`src/rtl/vpcm_pkg.sv`:
```
package vpcm_pkg;
    localparam int unsigned SAMPLE_W = 14;

    typedef enum logic [2:0] {
        ST_DOWN,
        ST_IDLE,
        ST_SLOT,
        ST_TAIL,
        ST_SAVE
    } port_state_e;
endpackage

```
`src/rtl/vpcm_edge_det.sv`:
```
module vpcm_edge_det (
    input  logic clk,
    input  logic rst_n,
    input  logic raw_i,
    output logic rise_o,
    output logic fall_o
);
    // stage 0 and 1 synchronize, stage 2 holds the previous level
    logic [2:0] stg_q;

    always_ff @(posedge clk or negedge rst_n) begin
        if (!rst_n) stg_q <= '0;
        else        stg_q <= {stg_q[1:0], raw_i};
    end

    assign rise_o = stg_q[1] & ~stg_q[2];
    assign fall_o = ~stg_q[1] & stg_q[2];
endmodule

```
`src/rtl/vpcm_gap_watch.sv`:
```
module vpcm_gap_watch #(
    parameter int unsigned CW = 16
) (
    input  logic          clk,
    input  logic          rst_n,
    input  logic          clr_i,
    input  logic          edge_i,
    input  logic [CW-1:0] lim_i,
    output logic          stalled_o
);
    logic [CW-1:0] gap_q;

    always_ff @(posedge clk or negedge rst_n) begin
        if (!rst_n)                gap_q <= '0;
        else if (clr_i || edge_i)  gap_q <= '0;
        else if (gap_q < lim_i)    gap_q <= gap_q + 1'b1;
    end

    // an edge seen this cycle masks the flag so a waking frame is accepted
    assign stalled_o = (gap_q >= lim_i) && !edge_i;

    // any edge ends the stall on the following cycle
    a_r9_edge_clears: assert property (@(posedge clk) disable iff (!rst_n)
        (edge_i && !clr_i && lim_i != '0 && $stable(lim_i)) |=> !stalled_o);
endmodule

```
`src/rtl/vpcm_port.sv`:
```
module vpcm_port
    import vpcm_pkg::*;
#(
    parameter int unsigned W  = SAMPLE_W,
    parameter int unsigned CW = 16
) (
    input  logic          clk,
    input  logic          rst_n,
    input  logic          pwr_on_i,
    input  logic          bit_clk_i,
    input  logic          frame_sync_i,
    input  logic          ser_rx_i,
    input  logic [CW-1:0] clk_gap_lim_i,
    input  logic [CW-1:0] sync_gap_lim_i,
    input  logic [W-1:0]  tx_sample_i,
    output logic          tx_en_o,
    output logic          tx_bit_o,
    output logic [W-1:0]  rx_sample_o,
    output logic          rx_valid_o,
    output logic          psave_o
);
    localparam int unsigned CNT_W = $clog2(W + 1);
    localparam logic [CNT_W-1:0] LAST_IDX = CNT_W'(W - 1);

    port_state_e state_q, state_d;

    logic clk_rise, clk_fall, sy_rise, sy_fall;
    logic clk_stall, sy_stall, any_stall, launch;
    logic [1:0] din_q;

    logic [W-1:0]     tx_sh_q;
    logic [CNT_W-1:0] tx_cnt_q;
    logic [W-2:0]     rx_sh_q;
    logic [CNT_W-1:0] rx_cnt_q;
    logic             rx_act_q;
    logic [W-1:0]     rx_word_q;
    logic             rx_valid_q;

    // ---------------- input conditioning ----------------
    vpcm_edge_det u_clk_edge (
        .clk(clk), .rst_n(rst_n), .raw_i(bit_clk_i),
        .rise_o(clk_rise), .fall_o(clk_fall)
    );
    vpcm_edge_det u_sync_edge (
        .clk(clk), .rst_n(rst_n), .raw_i(frame_sync_i),
        .rise_o(sy_rise), .fall_o(sy_fall)
    );

    // data takes the same two-flop delay as the clock edge detector
    always_ff @(posedge clk or negedge rst_n) begin
        if (!rst_n) din_q <= '0;
        else        din_q <= {din_q[0], ser_rx_i};
    end

    vpcm_gap_watch #(.CW(CW)) u_clk_gap (
        .clk(clk), .rst_n(rst_n), .clr_i(!pwr_on_i),
        .edge_i(clk_rise | clk_fall), .lim_i(clk_gap_lim_i),
        .stalled_o(clk_stall)
    );
    vpcm_gap_watch #(.CW(CW)) u_sync_gap (
        .clk(clk), .rst_n(rst_n), .clr_i(!pwr_on_i),
        .edge_i(sy_rise | sy_fall), .lim_i(sync_gap_lim_i),
        .stalled_o(sy_stall)
    );

    assign any_stall = clk_stall | sy_stall;
    assign launch    = pwr_on_i && sy_rise && !clk_stall && (state_q != ST_DOWN);

    // ---------------- state register ----------------
    always_ff @(posedge clk or negedge rst_n) begin
        if (!rst_n) state_q <= ST_IDLE;
        else        state_q <= state_d;
    end

    always_comb begin
        state_d = state_q;
        unique case (state_q)
            ST_DOWN: if (pwr_on_i) state_d = ST_IDLE;
            ST_IDLE,
            ST_TAIL: begin
                if (launch)         state_d = ST_SLOT;
                else if (any_stall) state_d = ST_SAVE;
            end
            ST_SLOT: begin
                if (launch)                               state_d = ST_SLOT;
                else if (any_stall)                       state_d = ST_SAVE;
                else if (clk_rise && tx_cnt_q == LAST_IDX) state_d = ST_TAIL;
            end
            ST_SAVE: if (launch) state_d = ST_SLOT;
            default: state_d = ST_IDLE;
        endcase
        if (!pwr_on_i) state_d = ST_DOWN;
    end

    // ---------------- transmit shifter ----------------
    always_ff @(posedge clk or negedge rst_n) begin
        if (!rst_n) begin
            tx_sh_q  <= '0;
            tx_cnt_q <= '0;
        end else if (launch) begin
            tx_sh_q  <= tx_sample_i;
            tx_cnt_q <= '0;
        end else if (state_q == ST_SLOT && clk_rise) begin
            tx_sh_q  <= {tx_sh_q[W-2:0], 1'b0};
            tx_cnt_q <= tx_cnt_q + 1'b1;
        end
    end

    // ---------------- receive shifter ----------------
    always_ff @(posedge clk or negedge rst_n) begin
        if (!rst_n) begin
            rx_sh_q    <= '0;
            rx_cnt_q   <= '0;
            rx_act_q   <= 1'b0;
            rx_word_q  <= '0;
            rx_valid_q <= 1'b0;
        end else begin
            rx_valid_q <= 1'b0;
            if (launch) begin
                rx_act_q <= 1'b1;
                rx_cnt_q <= '0;
            end else if (!pwr_on_i || any_stall) begin
                rx_act_q <= 1'b0;
            end else if (rx_act_q && clk_fall) begin
                rx_sh_q  <= {rx_sh_q[W-3:0], din_q[1]};
                rx_cnt_q <= rx_cnt_q + 1'b1;
                if (rx_cnt_q == LAST_IDX) begin
                    rx_word_q  <= {rx_sh_q, din_q[1]};
                    rx_valid_q <= 1'b1;
                    rx_act_q   <= 1'b0;
                end
            end
        end
    end

    // ---------------- outputs ----------------
    always_comb begin
        tx_en_o     = (state_q == ST_SLOT);
        tx_bit_o    = (state_q == ST_SLOT) ? tx_sh_q[W-1] : 1'b1;
        psave_o     = (state_q == ST_SAVE);
        rx_sample_o = rx_word_q;
        rx_valid_o  = rx_valid_q;
    end

    // ---------------- assertions ----------------
    a_r2_launch_drives: assert property (@(posedge clk) disable iff (!rst_n)
        launch |=> tx_en_o);

    a_r3_change_on_rise: assert property (@(posedge clk) disable iff (!rst_n)
        (tx_en_o && !clk_rise && !launch && pwr_on_i && !any_stall)
            |=> $stable(tx_bit_o));

    a_r5_one_shot: assert property (@(posedge clk) disable iff (!rst_n)
        rx_valid_o |=> !rx_valid_o);

    a_r10_off_quiet: assert property (@(posedge clk) disable iff (!rst_n)
        !pwr_on_i |=> (!tx_en_o && !rx_valid_o && !psave_o));
endmodule

```
`config.mk`:
```
export PLATFORM = sky130hd
export DESIGN_NAME = vpcm_port
export DESIGN_NICKNAME = d
export VERILOG_FILES = /design/src/rtl/vpcm_pkg.sv /design/src/rtl/vpcm_edge_det.sv /design/src/rtl/vpcm_gap_watch.sv /design/src/rtl/vpcm_port.sv
export SDC_FILE = /design/constraint.sdc
export NUM_CORES = 1
export LEC_CHECK = 0
export CORE_ASPECT_RATIO = 0.75
export CORE_MARGIN = 2
export CORE_UTILIZATION = 35
export CTS_CLUSTER_SIZE = 20
export DETAILED_ROUTE_END_ITERATION = 6
export PLACE_DENSITY_LB_ADDON = 0.15
export REMOVE_ABC_BUFFERS = 1
export SYNTH_ARGS = -nofsm -noshare
export SYNTH_HDL_FRONTEND = slang
export SYNTH_SLANG_ARGS = --single-unit
```
`constraint.sdc`:
```
create_clock -name clk -period 4.46 [get_ports clk]
set_clock_uncertainty 0.1 [all_clocks]
set_input_delay 0.669 -clock clk [delete_from_list [all_inputs] [get_ports clk]]
set_output_delay 0.669 -clock clk [all_outputs]
set_load 0.01 [all_outputs]
```
==> reports/results.tsv, run 1 <==
metric	value	unit
Ys Warns	0	
Buf/Inv on CP	3	
total setup buffers inserted after CTS	0	
Max stage delay on crit path	0.46	ns
Clock Path Buffers	2	
ys flop type	dfrtp_1	
Slowest cell on crit path	nand2b_1	
cts bufs inserted	9	
largest net degree at the start of global routing	69	
met1 Usage GRT	0.204	
# H-tree levels	3	
Post-Layout Cell Count	777	
Core Area	0.0144	sq mm
Logic pwr share	0.115	
worst hold path class	flop to flop	
# IOs	70	
Initial Utilization	0.356	
vias in the first global route	3632	
placed cell count	761	
fin crit share	0.847	
critical-path cell list	clkdlybuf4s50_1 -> inv_1 -> ha_1 -> nand4_2 -> or3_1 -> a311o_1 -> a31oi_4 -> nor3_2 -> buf_4 -> nand2b_1 -> mux2_2	
Crit path max-delay family	simple AND/OR/NAND/NOR gates	
reg2reg end	rx_sh_q[0]	
CP Class	input port to flop	
critical path startpoint category	input port	
all-layer global routing usage	0.140	
synth top area cells	dfrtp_1 (46%), ha_1 (10%), mux2_2 (4.4%)	
number of enable flip-flop cells after synthesis	0	
hold endpoint	din_q[1]	
CTS tree	yes	
Synth area leader	dfrtp_1	
die height	109	um
crit-path max FO	40	
Slew Limit Fails	0	
Synth async-reset ratio	1.00	
Final GP Congestion	0.788	
Setup-failing EPs final	0	
sequential area share after synthesis	0.461	
total power	2.06	mW
Buffers on Ports	69	
Max Clk Rate	0.265	GHz
hold path startpoint	din_q[0]	
critical path depth in cells	11	
CTS clock-pin slew for the worst setup and hold paths	0.07	ns
vias per inst	4.81	
CTS resizes	0	
static leakage	2.87	nW
Die Wd	143	um
sw power	503	uW
Yosys reg bits	94	
# rows	38	
CTS sink count	94	
Core Util, Final	0.442	
share of layout cells above drive strength 1	0.107	
met2 Usage GRT	0.211	
wire length per cell	13.3	um
cts hold-fix bufs	0	
initial antenna violation count	0	
die area	0.0156	sq mm
final net count	665	
hold depth	0	
Antenna Nets Post-Route	0	
cell-internal power	1.55	mW
DP HPWL	7.46	mm
RSZ-0062 raised after global routing	false	
total number of vias	3739	
final hold vios	0	
Seq pwr share	0.484	
reg2reg setup slack	1.07	ns
max cap viols	0	
CP endpoint kind	flop	
Cell Area, Synth	0.00511	sq mm
fin worst setup slack	0.681	ns
# diodes	0	
Sw Ratio	0.245	
global routing's busiest layer	met2	
worst rel slew slack	0.344	
synthesized area per cell	10.2	sq um
GR Util met3	0.0307	
Setup TNS	0	ns
status	finished clean	
initial DRC count	180	
Distinct cells, synth	50	
Synth top area share	0.456	
WP data arrival	3.90	ns
Syn Inst Count	502	
Worst Path Required	4.59	ns
CTS Root Cell	clkbuf_16	
Worst Tran Pin Value	0.983	ns
Clock Power Share	0.401	
R2R depth	9	
DR pass1 iterations	4	
RR Startpoint	u_clk_gap.gap_q[12]	
final WL	10.4	mm
first-pass GRT wire length	17.4	mm
GRT Residual Overflow	0	
Worst-Skew Late Latency	0.34	ns
Residual DRC	0	
DP Worst Slack	0.289	ns
Peak VDD IR	0.000204	V
crit path time final	3.78	ns
Area Growth Syn to Fin	24.3	%
Cell Pwr Density	324	mW/mm^2
-- final cells by class --
class | instances | area [sq um]
Clock inverter | 7 | 95.1
Timing Repair Buffer | 76 | 741
Inverter | 48 | 180
Clock buffer | 9 | 225
Tap cell | 200 | 250
Fill cell | 1390 | 8010
Multi-Input combinational cell | 343 | 2500
Sequential cell | 94 | 2350
-- worst register-to-register path: cells and delay by family, from the launching register on --
| family | cells | cell delay [ns] |
|---|---|---|
| buffers and inverters | 1 | 0.25 |
| adders and majority gates | 1 | 0.31 |
| AOI/OAI and AO/OA | 2 | 0.66 |
| DFF | 1 | 0.44 |
| muxes | 1 | 0.42 |
| and+or+nand+nor | 4 | 1.10 |
-- stage by stage --
step / instance area (sq um) / hold WS, ns
final: 6350 / 0.251
after global routing: 6350 / 0.268
after CTS: 6350 / 0.256
after detailed placement: 6030 / 0.240
after global placement: 6030 / 0.237
after floorplan: 5030 / 0.231
-- logic make-up after synthesis --
kind of cell / after synthesis / share of synthesized area
compound gates: 79 / 0.0946
xor+xnor: 22 / 0.0377
fa+ha+maj: 41 / 0.100
buf+inv: 65 / 0.0497
flops: 94 / 0.461
mux: 44 / 0.100
simple gates: 157 / 0.157
-- worst max-delay path by stage --
stage                           to  slack, ns               from
global route            rx_sh_q[6]       0.47  clk_gap_lim_i[15]
global placement        rx_sh_q[3]       0.38  clk_gap_lim_i[15]
CTS                    rx_sh_q[11]       0.66  clk_gap_lim_i[15]
finish                  rx_sh_q[0]       0.68  clk_gap_lim_i[15]
floorplan           rx_sample_o[0]      -0.71  clk_gap_lim_i[15]
detailed placement      rx_sh_q[0]       0.29  clk_gap_lim_i[15]
-- cell usage in the layout, fill, tap and decap left out, types with 15 or more instances in the layout --
master,synthesis,layout
mux2i_1,15,15
clkdlybuf4s50_1,0,68
xnor2_1,16,16
o21ai_0,28,28
dfrtp_1,93,93
nand2_1,42,42
ha_1,41,41
inv_1,48,48
nor2_1,33,33
nand4_1,15,15
mux2_2,20,20
a21oi_1,29,29
-- per-layer routing --
metal	wire, um	share of wire	vias to the layer above
met5	0	0	-
met4	80	0.0077	0
met3	323	0.031	8
met2	4420	0.43	55
met1	5530	0.53	1787
li1	-	-	1889
-- sequential cells by signal, indices dropped and copies added (netlist names) --
register / count
u_clk_gap.gap_q: 16
u_sync_gap.gap_q: 16
rx_sample_o: 14
tx_sh_q: 14
rx_sh_q: 13
rx_cnt_q: 4
tx_cnt_q: 4
state_q: 3
u_clk_edge.stg_q: 3
u_sync_edge.stg_q: 3
din_q: 2
rx_act_q: 1
rx_valid_o: 1
-- synthesized netlist by cell type (2+ instances only) --
cell       n
o31ai_1    3
xnor2_1   16
a21oi_1   29
nor2b_1    4
dfrtp_1   93
and3_1     6
mux2i_1   15
nand4_1   15
mux2_4     9
mux2_2    20
clkbuf_1  13
inv_1     48
or3_1     12
xor2_1     6
ha_1      41
o21ai_0   28
and2_1     3
buf_2      2
nand2_1   42
a211oi_1   3
nand3_1   14
nor3_1    12
nand2b_1   3
nor4_1     3
o211ai_1   3
or4_1      3
nor2_1    33
-- power by group through the flow --
stage	combinational [mW]	clock (mW)	sequential, mW
floorplan	0.142	0	0.995
global placement	0.233	0	1.01
detailed placement	0.241	0	1.01
CTS	0.243	0.851	0.996
global route	0.275	0.880	1.01
finish	0.236	0.825	0.996
(Power assumes the default switching activity.)
==> run 2, diff against run 1 <==
==> constraint.sdc (replaced) <==
create_clock -name clk -period 3.3 [get_ports clk]
set_clock_uncertainty 0.1 [all_clocks]
set_input_delay 0.495 -clock clk [delete_from_list [all_inputs] [get_ports clk]]
set_output_delay 0.495 -clock clk [all_outputs]
set_load 0.01 [all_outputs]
==> run 2 against run 1 <==
  * Final cell count grew 2.4%
  * Routed wire length grew 4.8%
  * Worst setup slack lost 0.62 ns
  * Sequential power grew 36%
  * Design area grew 5.8%
  * First-iteration DRC count shrank 17%
  * Utilization grew 2.6 points
  * Combinational power grew 43%
  * Count of clock-buffer cells in the layout is the same
  * Highest routed layer unchanged
==> reports/results.tsv, run 2 (same netlist as run 1, synthesis figures left out) <==
metric	value	unit
leading cell type in the layout, fill and taps excluded	dfrtp_1	
Setup-failing EPs final	0	
CTS clock-pin slew for the worst setup and hold paths	0.07	ns
Buf/Inv on CP	3	
Core Util, Final	0.468	
tightest hold margin	0.0160	ns
# IOs	70	
initial antenna violation count	0	
Die Wd	143	um
GRT Residual Overflow	0	
cts hold-fix bufs	0	
die area	0.0156	sq mm
RSZ-0062 raised after global routing	false	
Worst-Skew Late Latency	0.36	ns
Buffers on Ports	69	
# H-tree levels	3	
total number of vias	3842	
Crit path max-delay family	simple AND/OR/NAND/NOR gates	
Residual DRC	0	
Clock Path Buffers	2	
Worst Path Required	3.44	ns
final hold vios	0	
Max stage delay on crit path	0.62	ns
wire length per cell	13.6	um
DR pass1 iterations	4	
Core Area	0.0144	sq mm
Slew Limit Fails	0	
vias in the first global route	3826	
die height	109	um
Max Clk Rate	0.308	GHz
share of layout cells above drive strength 1	0.173	
Slowest cell on crit path	or4b_4	
critical-path cell list	clkdlybuf4s50_1 -> inv_1 -> ha_1 -> nand2_2 -> or3_4 -> a311o_1 -> a31oi_4 -> nor3_4 -> or4b_4 -> buf_12 -> mux2_4	
CTS tree	yes	
final net count	684	
WP data arrival	3.38	ns
critical path startpoint category	input port	
final WL	10.9	mm
first-pass GRT wire length	18.4	mm
worst rel slew slack	0.543	
CP Class	input port to flop	
Antenna Nets Post-Route	0	
CTS Root Cell	clkbuf_16	
Area Growth Syn to Fin	31.6	%
CP endpoint kind	flop	
static leakage	3.05	nW
Worst Tran Pin Value	0.684	ns
worst hold path class	input port to asynchronous set/reset pin	
vias per inst	4.83	
cts bufs inserted	9	
Initial Utilization	0.356	
Final GP Congestion	0.793	
max cap viols	0	
largest registers	u_clk_gap.gap_q: 16 flops, u_sync_gap.gap_q: 16 flops	
crit-path max FO	8	
status	finished clean	
most frequent cells in the layout	dfrtp_1 (93), clkdlybuf4s50_1 (61), inv_1 (41)	
# diodes	0	
Cell Pwr Density	421	mW/mm^2
all-layer global routing usage	0.150	
crit path time final	3.24	ns
initial DRC count	150	
CTS sink count	94	
largest net degree at the start of global routing	57	
DP HPWL	7.66	mm
Peak VDD IR	0.000215	V
fin crit share	0.982	
# rows	38	
run 2: changes by cell type in the layout (fill, tap and decap cells not counted), sizes merged:
cell,previous run,this run
inv,50,51
clkinvlp,1,0
buf,8,27
clkdlybuf4s50,68,61
dlymetal6s2s,0,7
run 2: stage by stage:
step	instances	power (mW)	worst slack (ns)	TNS [ns]	cell area [sq um]
after floorplan	485	1.54	-1.70	-64.43	5030
after global placement	777	1.68	-0.444	-11.02	6160
after detailed placement	777	1.70	-0.491	-12.19	6160
after CTS	796	2.87	0.00175	0	6630
after global routing	796	2.99	0.00130	0	6720
final	796	2.83	0.0580	0	6720
run 2: worst paths after layout:
path | startpoint | endpoint | slack, ns | depth (start not counted)
min in group clk | din_q[0] | din_q[1] | 0.25 | 0
worst min register to register | din_q[0] | din_q[1] | 0.25 | 0
worst max register to register | u_clk_gap.gap_q[12] | rx_sample_o[7] | 0.11 | 9
max in group asynchronous | rst_n | rx_sample_o[1] | 2.38 | 2
worst max-delay path | clk_gap_lim_i[8] | rx_sample_o[7] | 0.06 | 11
worst min-delay path | rst_n | tx_sh_q[6] | 0.02 | 1
run 2: power by group:
group          total, mW  switching (mW)  internal, mW
Sequential          1.35          0.0791          1.27
Clock               1.14           0.468         0.674
Combinational      0.337           0.159         0.177
run 2: final cells by class:
type / count / area [sq um]
repair buffers: 95 / 953
fillers: 1348 / 7640
multi-input cells: 343 / 2650
clock buffers: 9 / 225
flip-flops and latches: 94 / 2350
inverters: 48 / 180
clock inverters: 7 / 103
well taps: 200 / 250
run 2: repair_timing:
action | 4_1_cts | 5_1_grt
endpoints found under the setup margin | 14 | 29
cloned | 1 | 0
pin swaps | 11 | 11
gates resized for setup | 17 | 22
buffers inserted | 2 | 0
run 2: per-layer routing:
metal  global-route usage  part of all wire  vias to the layer above
met4               0.0399             0.010                        0
li1                     -                 -                     1931
met2                0.224              0.43                       66
met1                0.213              0.52                     1836
met3               0.0457             0.040                        9
met5                    0                 0                        -
==> run 3, diff against run 2 <==
--- a/config.mk
+++ b/config.mk
@@ -6,10 +6,11 @@
 export NUM_CORES = 1
 export LEC_CHECK = 0
 export CORE_ASPECT_RATIO = 0.75
-export CORE_MARGIN = 2
+export CORE_MARGIN = 1
 export CORE_UTILIZATION = 35
 export CTS_CLUSTER_SIZE = 20
 export DETAILED_ROUTE_END_ITERATION = 6
+export GPL_TIMING_DRIVEN = 0
 export PLACE_DENSITY_LB_ADDON = 0.15
 export REMOVE_ABC_BUFFERS = 1
 export SYNTH_ARGS = -nofsm -noshare
==> constraint.sdc (replaced) <==
create_clock -name clk -period 3.5 [get_ports clk]
set_clock_uncertainty 0.1 [all_clocks]
set_input_delay 0.525 -clock clk [delete_from_list [all_inputs] [get_ports clk]]
set_output_delay 0.525 -clock clk [all_outputs]
set_load 0.01 [all_outputs]
==> run 3 against run 2 <==
  * Worst setup slack improved by 0.033 ns
  * Flip-flop and latch count unchanged
  * Design area decreased by 2.3%
  * Clock power decreased by 12%
  * Routed wire length decreased by 1.4%
  * Combinational power decreased by 6.8%
  * First-iteration DRC count increased by 25%
  * Critical path depth unchanged
  * Via count decreased by 0.88%
  * Non-clock buffer count decreased by 14
  * Die area decreased by 3.2%
  * Critical path type unchanged
==> reports/results.tsv, run 3 (same netlist as run 1, synthesis figures left out) <==
metric	value	unit
status	finished clean	
final WL	10.7	mm
share of layout cells above drive strength 1	0.154	
Slowest cell on crit path	or4b_4	
Core Area	0.0140	sq mm
initial antenna violation count	0	
most frequent cells in the layout	dfrtp_1 (93), clkdlybuf4s50_1 (60), nand2_1 (41)	
reg2reg setup slack	0.11	ns
CTS Root Cell	clkbuf_16	
die height	107	um
largest registers	u_clk_gap.gap_q: 16 flops, u_sync_gap.gap_q: 16 flops	
Setup-failing EPs final	0	
Clock Power Share	0.388	
total power	2.59	mW
worst rel slew slack	0.0604	
all-layer global routing usage	0.151	
Post-Layout Cell Count	779	
crit path time final	3.41	ns
Logic pwr share	0.121	
Initial Utilization	0.365	
reg2reg end	rx_sample_o[5]	
GRT Residual Overflow	0	
R2R depth	10	
CP endpoint kind	flop	
final hold vios	0	
Seq pwr share	0.491	
crit-path max FO	8	
CTS clock-pin slew for the worst setup and hold paths	0.07	ns
RSZ-0062 raised after global routing	false	
Final GP Congestion	0.771	
CP Class	input port to flop	
Max stage delay on crit path	0.63	ns
# diodes	0	
Slew Limit Fails	0	
Die Wd	141	um
die area	0.0151	sq mm
Max Clk Rate	0.293	GHz
fin crit share	0.974	
critical path startpoint category	input port	
Cell Pwr Density	394	mW/mm^2
Worst-Skew Late Latency	0.34	ns
cts bufs inserted	9	
static leakage	2.94	nW
leading cell type in the layout, fill and taps excluded	dfrtp_1	
largest net degree at the start of global routing	52	
# H-tree levels	3	
Area Growth Syn to Fin	28.6	%
placed cell count	752	
CTS sink count	94	
RR Startpoint	u_clk_gap.gap_q[12]	
Clock Path Buffers	2	
cts hold-fix bufs	0	
# IOs	70	
Worst Tran Pin Value	1.40	ns
vias in the first global route	3712	
DR pass1 iterations	4	
critical-path cell list	clkdlybuf4s50_1 -> inv_1 -> ha_1 -> nor2b_1 -> o211ai_1 -> a311o_1 -> a31oi_4 -> buf_4 -> nor3_4 -> or4b_4 -> mux2_4	
cell-internal power	1.95	mW
total number of vias	3808	
Residual DRC	0	
wire length per cell	13.7	um
vias per inst	4.89	
Antenna Nets Post-Route	0	
Buffers on Ports	69	
DP HPWL	7.20	mm
initial DRC count	187	
first-pass GRT wire length	17.9	mm
sw power	637	uW
Sw Ratio	0.246	
max cap viols	0	
Core Util, Final	0.470	
CTS tree	yes	
Worst Path Required	3.62	ns
WP data arrival	3.53	ns
worst hold path class	input port to asynchronous set/reset pin	
Peak VDD IR	0.000246	V
final net count	672	
# rows	37	
==> run 3: cell count changes in the layout (fill, tap and decap cells not counted), moves of 2 or more <==
| cell | before | now |
|---|---|---|
| buf_4 | 22 | 10 |
| dlymetal6s2s_1 | 7 | 3 |
| buf_12 | 2 | 0 |
| clkbuf_8 | 0 | 2 |
| dlygate4sd2_1 | 0 | 5 |
==> run 3: metal layers <==
metal,GRT usage,vias to the layer above,wire length [um]
met4,0.0499,0,135
met2,0.227,73,4660
met5,0,-,0
met3,0.0344,11,468
li1,-,1918,-
met1,0.214,1806,5430
==> run 3: how the worst max path moves through the flow <==
stage	slack, ns	cells after the start	from	end
final	0.09	11	clk_gap_lim_i[1]	rx_sample_o[5]
after global routing	0.009	10	u_clk_gap.gap_q[12]	rx_sample_o[12]
after CTS	-0.0009	12	clk_gap_lim_i[8]	rx_sample_o[5]
after detailed placement	-1.16	10	clk_gap_lim_i[15]	rx_sample_o[5]
after global placement	-3.43	10	clk_gap_lim_i[9]	rx_sample_o[0]
after floorplan	-1.53	9	clk_gap_lim_i[15]	rx_sample_o[0]
==> run 3: power groups by stage <==
stage	clock network [mW]	logic [mW]	registers (mW)
finish	1.00	0.314	1.27
global route	1.07	0.362	1.28
CTS	1.04	0.316	1.27
detailed placement	0	0.305	1.29
global placement	0	0.292	1.29
floorplan	0	0.181	1.27
==> run 3: repair_timing <==
| item | 4_1_cts | 5_1_grt |
|---|---|---|
| resized for setup | 25 | 13 |
| endpoints found under the setup margin | 29 | 29 |
| pin swaps | 14 | 7 |
| cloned | 2 | 0 |
| buffers inserted | 9 | 1 |
==> run 3: area by class of cell <==
cell class	instances	area [sq um]
clock buffers	11	253
clock inverters	5	56.3
fillers	1350	7410
inverters	48	180
multi-input cells	345	2670
flip-flops and latches	94	2350
well taps	195	244
repair buffers	81	807
==> run 3: critical path, delay by kind of cell <==
| family | cells | cell delay [ns] |
|---|---|---|
| multiplexers | 1 | 0.34 |
| AO/OA/AOI/OAI | 3 | 0.66 |
| AND/OR/NAND/NOR | 3 | 1.04 |
| adder cells (fa/ha/maj) | 1 | 0.30 |
| buffers and inverters | 3 | 0.67 |
==> run 3: metrics by stage <==
step	instance area [sq um]	hold WS, ns	TNS [ns]	worst slack [ns]
6_report	6570	0.0885	0	0.0910
5_1_grt	6570	0.127	0	0.00889
4_1_cts	6520	0.106	-0.000892	-0.000892
3_5_place_dp	6020	0.237	-32.28	-1.16
3_3_place_gp	5970	0.235	-325.34	-3.43
2_1_floorplan	5030	0.129	-55.76	-1.53
